<file path="src/rtl/idec_pkg.sv">
package idec_pkg;
  localparam int INSTR_W  = 16;
  localparam int OPC_W    = 4;
  localparam int RIDX_W   = 3;
  localparam int FUNC_W   = 3;
  localparam int IMM_W    = 6;
  localparam int JADDR_W  = 12;
  localparam logic [RIDX_W-1:0] LINK_REG = 3'd7;

  typedef enum logic [OPC_W-1:0] {
    OPC_RTYPE = 4'h0, OPC_ADDI = 4'h1, OPC_SUBI = 4'h2, OPC_ANDI = 4'h3,
    OPC_ORI   = 4'h4, OPC_RSV5 = 4'h5, OPC_RSV6 = 4'h6, OPC_LOAD = 4'h7,
    OPC_STORE = 4'h8, OPC_KBD  = 4'h9, OPC_TTY  = 4'hA, OPC_BEQ  = 4'hB,
    OPC_BEQZ  = 4'hC, OPC_JR   = 4'hD, OPC_JAL  = 4'hE, OPC_JMP  = 4'hF
  } opc_e;

  typedef enum logic [2:0] {
    ALU_ADD = 3'd0, ALU_SUB = 3'd1, ALU_SLT = 3'd2, ALU_SRA = 3'd3,
    ALU_MUL = 3'd4, ALU_AND = 3'd5, ALU_OR  = 3'd6, ALU_NOT = 3'd7
  } alu_op_e;

  typedef enum logic [1:0] {
    WB_ALU = 2'd0, WB_MEM = 2'd1, WB_KBD = 2'd2, WB_LINK = 2'd3
  } wb_sel_e;

  typedef enum logic [2:0] {
    PC_SEQ = 3'd0, PC_BEQ = 3'd1, PC_BEQZ = 3'd2, PC_JR = 3'd3,
    PC_JAL = 3'd4, PC_JMP = 3'd5
  } pc_kind_e;

  typedef struct packed {
    logic     wr_req;
    logic     dst_from_c;
    logic     dst_link;
    alu_op_e  alu_op;
    logic     alu_src_imm;
    logic     imm_signed;
    logic     mem_rd;
    logic     mem_wr;
    wb_sel_e  wb_sel;
    logic     tty_wr;
    pc_kind_e pc_kind;
  } ctrl_t;
endpackage

</file>
<file path="src/rtl/idec_fields.sv">
module idec_fields
  import idec_pkg::*;
(
  input  logic [INSTR_W-1:0] instr,
  output logic [OPC_W-1:0]   opcode,
  output logic [FUNC_W-1:0]  func,
  output logic [RIDX_W-1:0]  fld_a,
  output logic [RIDX_W-1:0]  fld_b,
  output logic [RIDX_W-1:0]  fld_c,
  output logic [IMM_W-1:0]   imm_raw,
  output logic [JADDR_W-1:0] jaddr
);
  localparam int A_LSB = INSTR_W - OPC_W - RIDX_W;
  localparam int B_LSB = A_LSB - RIDX_W;
  localparam int C_LSB = B_LSB - RIDX_W;

  assign opcode  = instr[INSTR_W-1 -: OPC_W];
  assign fld_a   = instr[A_LSB +: RIDX_W];
  assign fld_b   = instr[B_LSB +: RIDX_W];
  assign fld_c   = instr[C_LSB +: RIDX_W];
  assign func    = instr[FUNC_W-1:0];
  assign imm_raw = instr[IMM_W-1:0];
  assign jaddr   = instr[JADDR_W-1:0];
endmodule

</file>
<file path="src/rtl/idec_immext.sv">
module idec_immext #(
  parameter int IMM_W  = 6,
  parameter int DATA_W = 16
) (
  input  logic [IMM_W-1:0]  imm_raw,
  input  logic              signed_mode,
  output logic [DATA_W-1:0] imm_out
);
  localparam int PAD_W = DATA_W - IMM_W;

  generate
    if (PAD_W > 0) begin : g_pad
      logic fill;
      assign fill    = signed_mode & imm_raw[IMM_W-1];
      assign imm_out = {{PAD_W{fill}}, imm_raw};
    end else begin : g_trunc
      logic unused_mode;
      assign unused_mode = signed_mode;
      assign imm_out     = imm_raw[DATA_W-1:0];
    end
  endgenerate
endmodule

</file>
<file path="src/rtl/idec_ctrl.sv">
module idec_ctrl
  import idec_pkg::*;
(
  input  logic [OPC_W-1:0]  opcode,
  input  logic [FUNC_W-1:0] func,
  output ctrl_t             ctrl
);
  ctrl_t c;

  always_comb begin
    c             = '0;
    c.alu_op      = ALU_ADD;
    c.wb_sel      = WB_ALU;
    c.pc_kind     = PC_SEQ;
    c.imm_signed  = 1'b1;
    case (opc_e'(opcode))
      OPC_RTYPE: begin
        c.wr_req     = 1'b1;
        c.dst_from_c = 1'b1;
        c.alu_op     = alu_op_e'(func);
      end
      OPC_ADDI: begin
        c.wr_req = 1'b1; c.alu_src_imm = 1'b1;
      end
      OPC_SUBI: begin
        c.wr_req = 1'b1; c.alu_src_imm = 1'b1; c.alu_op = ALU_SUB;
      end
      OPC_ANDI: begin
        c.wr_req = 1'b1; c.alu_src_imm = 1'b1; c.alu_op = ALU_AND;
        c.imm_signed = 1'b0;
      end
      OPC_ORI: begin
        c.wr_req = 1'b1; c.alu_src_imm = 1'b1; c.alu_op = ALU_OR;
        c.imm_signed = 1'b0;
      end
      OPC_LOAD: begin
        c.wr_req = 1'b1; c.alu_src_imm = 1'b1; c.mem_rd = 1'b1;
        c.wb_sel = WB_MEM;
      end
      OPC_STORE: begin
        c.alu_src_imm = 1'b1; c.mem_wr = 1'b1;
      end
      OPC_KBD: begin
        c.wr_req = 1'b1; c.wb_sel = WB_KBD;
      end
      OPC_TTY:  c.tty_wr = 1'b1;
      OPC_BEQ: begin
        c.pc_kind = PC_BEQ; c.alu_op = ALU_SUB;
      end
      OPC_BEQZ: c.pc_kind = PC_BEQZ;
      OPC_JR:   c.pc_kind = PC_JR;
      OPC_JAL: begin
        c.pc_kind = PC_JAL; c.wr_req = 1'b1; c.dst_link = 1'b1;
        c.wb_sel  = WB_LINK;
      end
      OPC_JMP:  c.pc_kind = PC_JMP;
      default: ;
    endcase

    // one memory direction per instruction
    a_r11_mem_exclusive: assert (!(c.mem_rd && c.mem_wr));
    // reserved opcodes stay silent
    a_r10_nop_quiet: assert (!((opcode == 4'h5 || opcode == 4'h6) &&
                               (c.wr_req || c.mem_rd || c.mem_wr || c.tty_wr ||
                                c.pc_kind != PC_SEQ)));
    // stores never write a register
    a_r6_store_no_wr: assert (!(c.mem_wr && c.wr_req));
    // link write-back only on jump-and-link
    a_r8_link_on_jal: assert (!((c.wb_sel == WB_LINK) && (c.pc_kind != PC_JAL)));
  end

  assign ctrl = c;
endmodule

</file>
<file path="src/rtl/idec_dest.sv">
module idec_dest
  import idec_pkg::*;
(
  input  ctrl_t             ctrl,
  input  logic [RIDX_W-1:0] fld_b,
  input  logic [RIDX_W-1:0] fld_c,
  output logic              wr_en,
  output logic [RIDX_W-1:0] wr_idx
);
  logic [RIDX_W-1:0] idx;
  logic              en;

  always_comb begin
    if (ctrl.dst_link)        idx = LINK_REG;
    else if (ctrl.dst_from_c) idx = fld_c;
    else                      idx = fld_b;
    en = ctrl.wr_req && (idx != '0);

    // nothing reaches r0
    a_r9_no_r0_write: assert (!(en && idx == '0));
    // link writes land in the return-address register
    a_r8_link_dest: assert (!(ctrl.dst_link && en && idx != LINK_REG));
  end

  assign wr_en  = en;
  assign wr_idx = idx;
endmodule

</file>
<file path="src/rtl/instr_decode.sv">
module instr_decode
  import idec_pkg::*;
#(
  parameter int DATA_W = 16
) (
  input  logic [15:0]       instr,
  output logic [2:0]        src_a_idx,
  output logic [2:0]        src_b_idx,
  output logic              wr_en,
  output logic [2:0]        wr_idx,
  output logic [DATA_W-1:0] imm_val,
  output logic [11:0]       jaddr,
  output logic [2:0]        alu_op,
  output logic              alu_src_imm,
  output logic              mem_rd,
  output logic              mem_wr,
  output logic [1:0]        wb_sel,
  output logic              tty_wr,
  output logic [2:0]        pc_kind
);
  logic [OPC_W-1:0]  opcode;
  logic [FUNC_W-1:0] func;
  logic [RIDX_W-1:0] fld_c;
  logic [IMM_W-1:0]  imm_raw;
  ctrl_t             ctrl;

  idec_fields u_fields (
    .instr(instr), .opcode(opcode), .func(func), .fld_a(src_a_idx),
    .fld_b(src_b_idx), .fld_c(fld_c), .imm_raw(imm_raw), .jaddr(jaddr)
  );

  idec_ctrl u_ctrl (.opcode(opcode), .func(func), .ctrl(ctrl));

  idec_immext #(.IMM_W(IMM_W), .DATA_W(DATA_W)) u_imm (
    .imm_raw(imm_raw), .signed_mode(ctrl.imm_signed), .imm_out(imm_val)
  );

  idec_dest u_dest (
    .ctrl(ctrl), .fld_b(src_b_idx), .fld_c(fld_c),
    .wr_en(wr_en), .wr_idx(wr_idx)
  );

  assign alu_op      = ctrl.alu_op;
  assign alu_src_imm = ctrl.alu_src_imm;
  assign mem_rd      = ctrl.mem_rd;
  assign mem_wr      = ctrl.mem_wr;
  assign wb_sel      = ctrl.wb_sel;
  assign tty_wr      = ctrl.tty_wr;
  assign pc_kind     = ctrl.pc_kind;
endmodule

</file>
<file path="config.mk">
export PLATFORM = sky130hd
export DESIGN_NAME = instr_decode
export DESIGN_NICKNAME = d
export VERILOG_FILES = /design/src/rtl/idec_pkg.sv /design/src/rtl/idec_fields.sv /design/src/rtl/idec_immext.sv /design/src/rtl/idec_ctrl.sv /design/src/rtl/idec_dest.sv /design/src/rtl/instr_decode.sv
export SDC_FILE = /design/constraint.sdc
export NUM_CORES = 1
export LEC_CHECK = 0
export BUFFER_PORTS_ARGS = -buffer_cell sky130_fd_sc_hd__buf_4
export CORE_UTILIZATION = 35
export DETAILED_ROUTE_END_ITERATION = 7
export GPL_ROUTABILITY_DRIVEN = 1
export MAX_ROUTING_LAYER = met4
export PLACE_DENSITY_LB_ADDON = 0.1
export SETUP_SLACK_MARGIN = 0.4
export SYNTH_ARGS = -nofsm -noshare
export SYNTH_HDL_FRONTEND = slang
export SYNTH_SLANG_ARGS = --single-unit
export TNS_END_PERCENT = 50
</file>
<file path="constraint.sdc">
create_clock -name vclk -period 2
set_input_delay 0.3 -clock vclk [all_inputs]
set_output_delay 0.3 -clock vclk [all_outputs]
set_load 0.03 [all_outputs]
</file>
==> out/results.ini <==
[outcome]
status = finished, final reports clean

[sta]
whs_ns = 0.600
maxSlewHeadroom = 0.766
hold_violations = 0
finalCritPeriodShare = 0.922
tightest_slew_ns = 0.349
finalSetupViolCount = 0
min_period_ns = 1.84
tns_ns = 0
finalMaxSlewViolations = 0
fmax_ghz = 0.543
rsz0062_at_grt = yes

[layout]
area_growth_pct = 65.9
final_nets = 130
antennaDiodeCount = 0
drive_gt1_frac = 0.732
regArea_um2 = 0
nFlopsAndLatches = 0
clkbuf_count = 0

[route]
routedWlPerCell_um = 11.4
drt_first_pass_iters = 3
vias = 617
drtIter0Drc = 11
vias_per_cell = 4.82
drc = 0
totalWireLength_um = 1460
ant_nets = 0

[logic_synthesis]
syn_avg_cell_area_um2 = 6.73
synthTopCellsByCount = 34 x buf_4, 6 x nand2_1, 5 x a21oi_1, 5 x nor2_1
synth_top_area_cell = buf_4
yosysUniqueCellTypes = 30
ys_warn_count = 0
syn-cell-area_um2 = 566
yosysMostFrequentCell = buf_4
netlist_instances = 84
syn-num-nets = 100
yosysSeqAreaShare = 0
synth_area_leaders = buf_4 45%, a21oi_1 4.4%, a22oi_2 4.4%
synth_top_area_frac = 0.451

[grt]
antenna_found_initial = 0
grt_pass1_vias = 484
overflow = 0
grtUsageTotal = 0.143
grt_max_degree = 19
grt_pass1_wl_um = 2140

[critical_path]
crit_top_cell = buf_6
path_class = in2out
cp_max_fo = 4
crit_slowest_cell = or3_4
cpPeakStageDelay_ns = 0.41
cp-startpoint = instr[12]
cp-end-kind = output port
cp-start-kind = input pin
cp-endpoint = wr_en
critPathArrivalTime_ns = 1.54
crit_chain = buf_6 > or3_4 > a22oi_2 > nand2_2 > o32a_4 > buf_6
worstPathRequired_ns = 1.70

[floorplan]
die_w_um = 42.2
start_util = 0.375
die_y_um = 42.2
fp.coreArea_um2 = 1510
num_rows = 14
pin_count = 66
fp.dieArea_um2 = 1780

[clock_tree]
ctsHoldBuffers = 0

[placed_design]
place_congestion = 0.687
hpwl_um = 1010
port_buffers = 57

[pwr]
power.leakage_uw = 0.000488
power_density_nw_per_um2 = 347
power.total_uw = 325
peakVddDrop_mv = 0.156

[hold_path]
holdCritPathClass = in2out

[job]
maxCapViolCount = 0

## logic make-up after synthesis
group / after synthesis / share of synthesized area
AOI/OAI and AO/OA: 17 / 0.210
xor gates and xnor gates: 2 / 0.0310
buffers and inverters: 40 / 0.493
muxes: 1 / 0.0177
and+or+nand+nor: 24 / 0.248
## per-stage QoR
| step | instance area, um^2 | util | setup slack [ns] | std cells |
|---|---|---|---|---|
| after floorplan | 608 | - | 0.248 | 84 |
| after CTS | 897 | 0.596 | 0.137 | 126 |
| final | 938 | 0.623 | 0.157 | 128 |
| after global routing | 938 | 0.623 | 0.125 | 128 |
| after detailed placement | 802 | 0.532 | 0.104 | 121 |
| after global placement | 802 | 0.532 | 0.124 | 121 |
## where the power goes
part,leakage [uW],internal (uW),switching (uW)
Clock,0,0,0
Sequential,0,0,0
Combinational,0.000488,137,188
## worst max-delay path, delay by kind of cell
| family | cells | cell delay [ns] |
|---|---|---|
| AND/OR/NAND/NOR | 2 | 0.49 |
| buffers and inverters | 2 | 0.24 |
| AO/OA/AOI/OAI | 2 | 0.51 |
## repair_timing
action                     in CTS  in global routing
buffers inserted                5                  1
setup endpoints to repair      14                 15
pin swaps                       6                  5
gates resized for setup        15                  6
gates cloned                    0                  1
## metal layers
metal,global-route usage,routed length [um],vias to the layer above
li1,-,-,311
met1,0.187,613,276
met2,0.255,729,30
met3,0.00862,119,0
met4,0.00625,0,0
met5,-,0,-
## final cells by class
type | count | area [um^2]
Timing Repair Buffer | 66 | 552
Multi-Input combinational cell | 45 | 363
Inverter | 1 | 3.75
Tap cell | 16 | 20.0
Fill cell | 148 | 568
## worst min path at each step
stage               startpoint         end  slack (ns)  cells after the start
floorplan             instr[0]  imm_val[0]        0.73                      1
CTS                  instr[10]   jaddr[10]        0.60                      0
global route          instr[9]    jaddr[9]        0.60                      0
global placement     instr[10]   jaddr[10]        0.60                      0
detailed placement   instr[10]   jaddr[10]        0.60                      0
finish               instr[11]   jaddr[11]        0.60                      0
## cells in the final DEF (no fill, tap or decap), types with 2 or more instances in the layout
master,count
buf_4,53
buf_6,11
a21oi_1,4
nand2_2,4
nor2_1,4
a22oi_2,3
o21ai_0,3
nand2b_1,3
nand2_1,2
and3_1,2
buf_8,2
No activity file was read; power rests on OpenSTA's default activity.
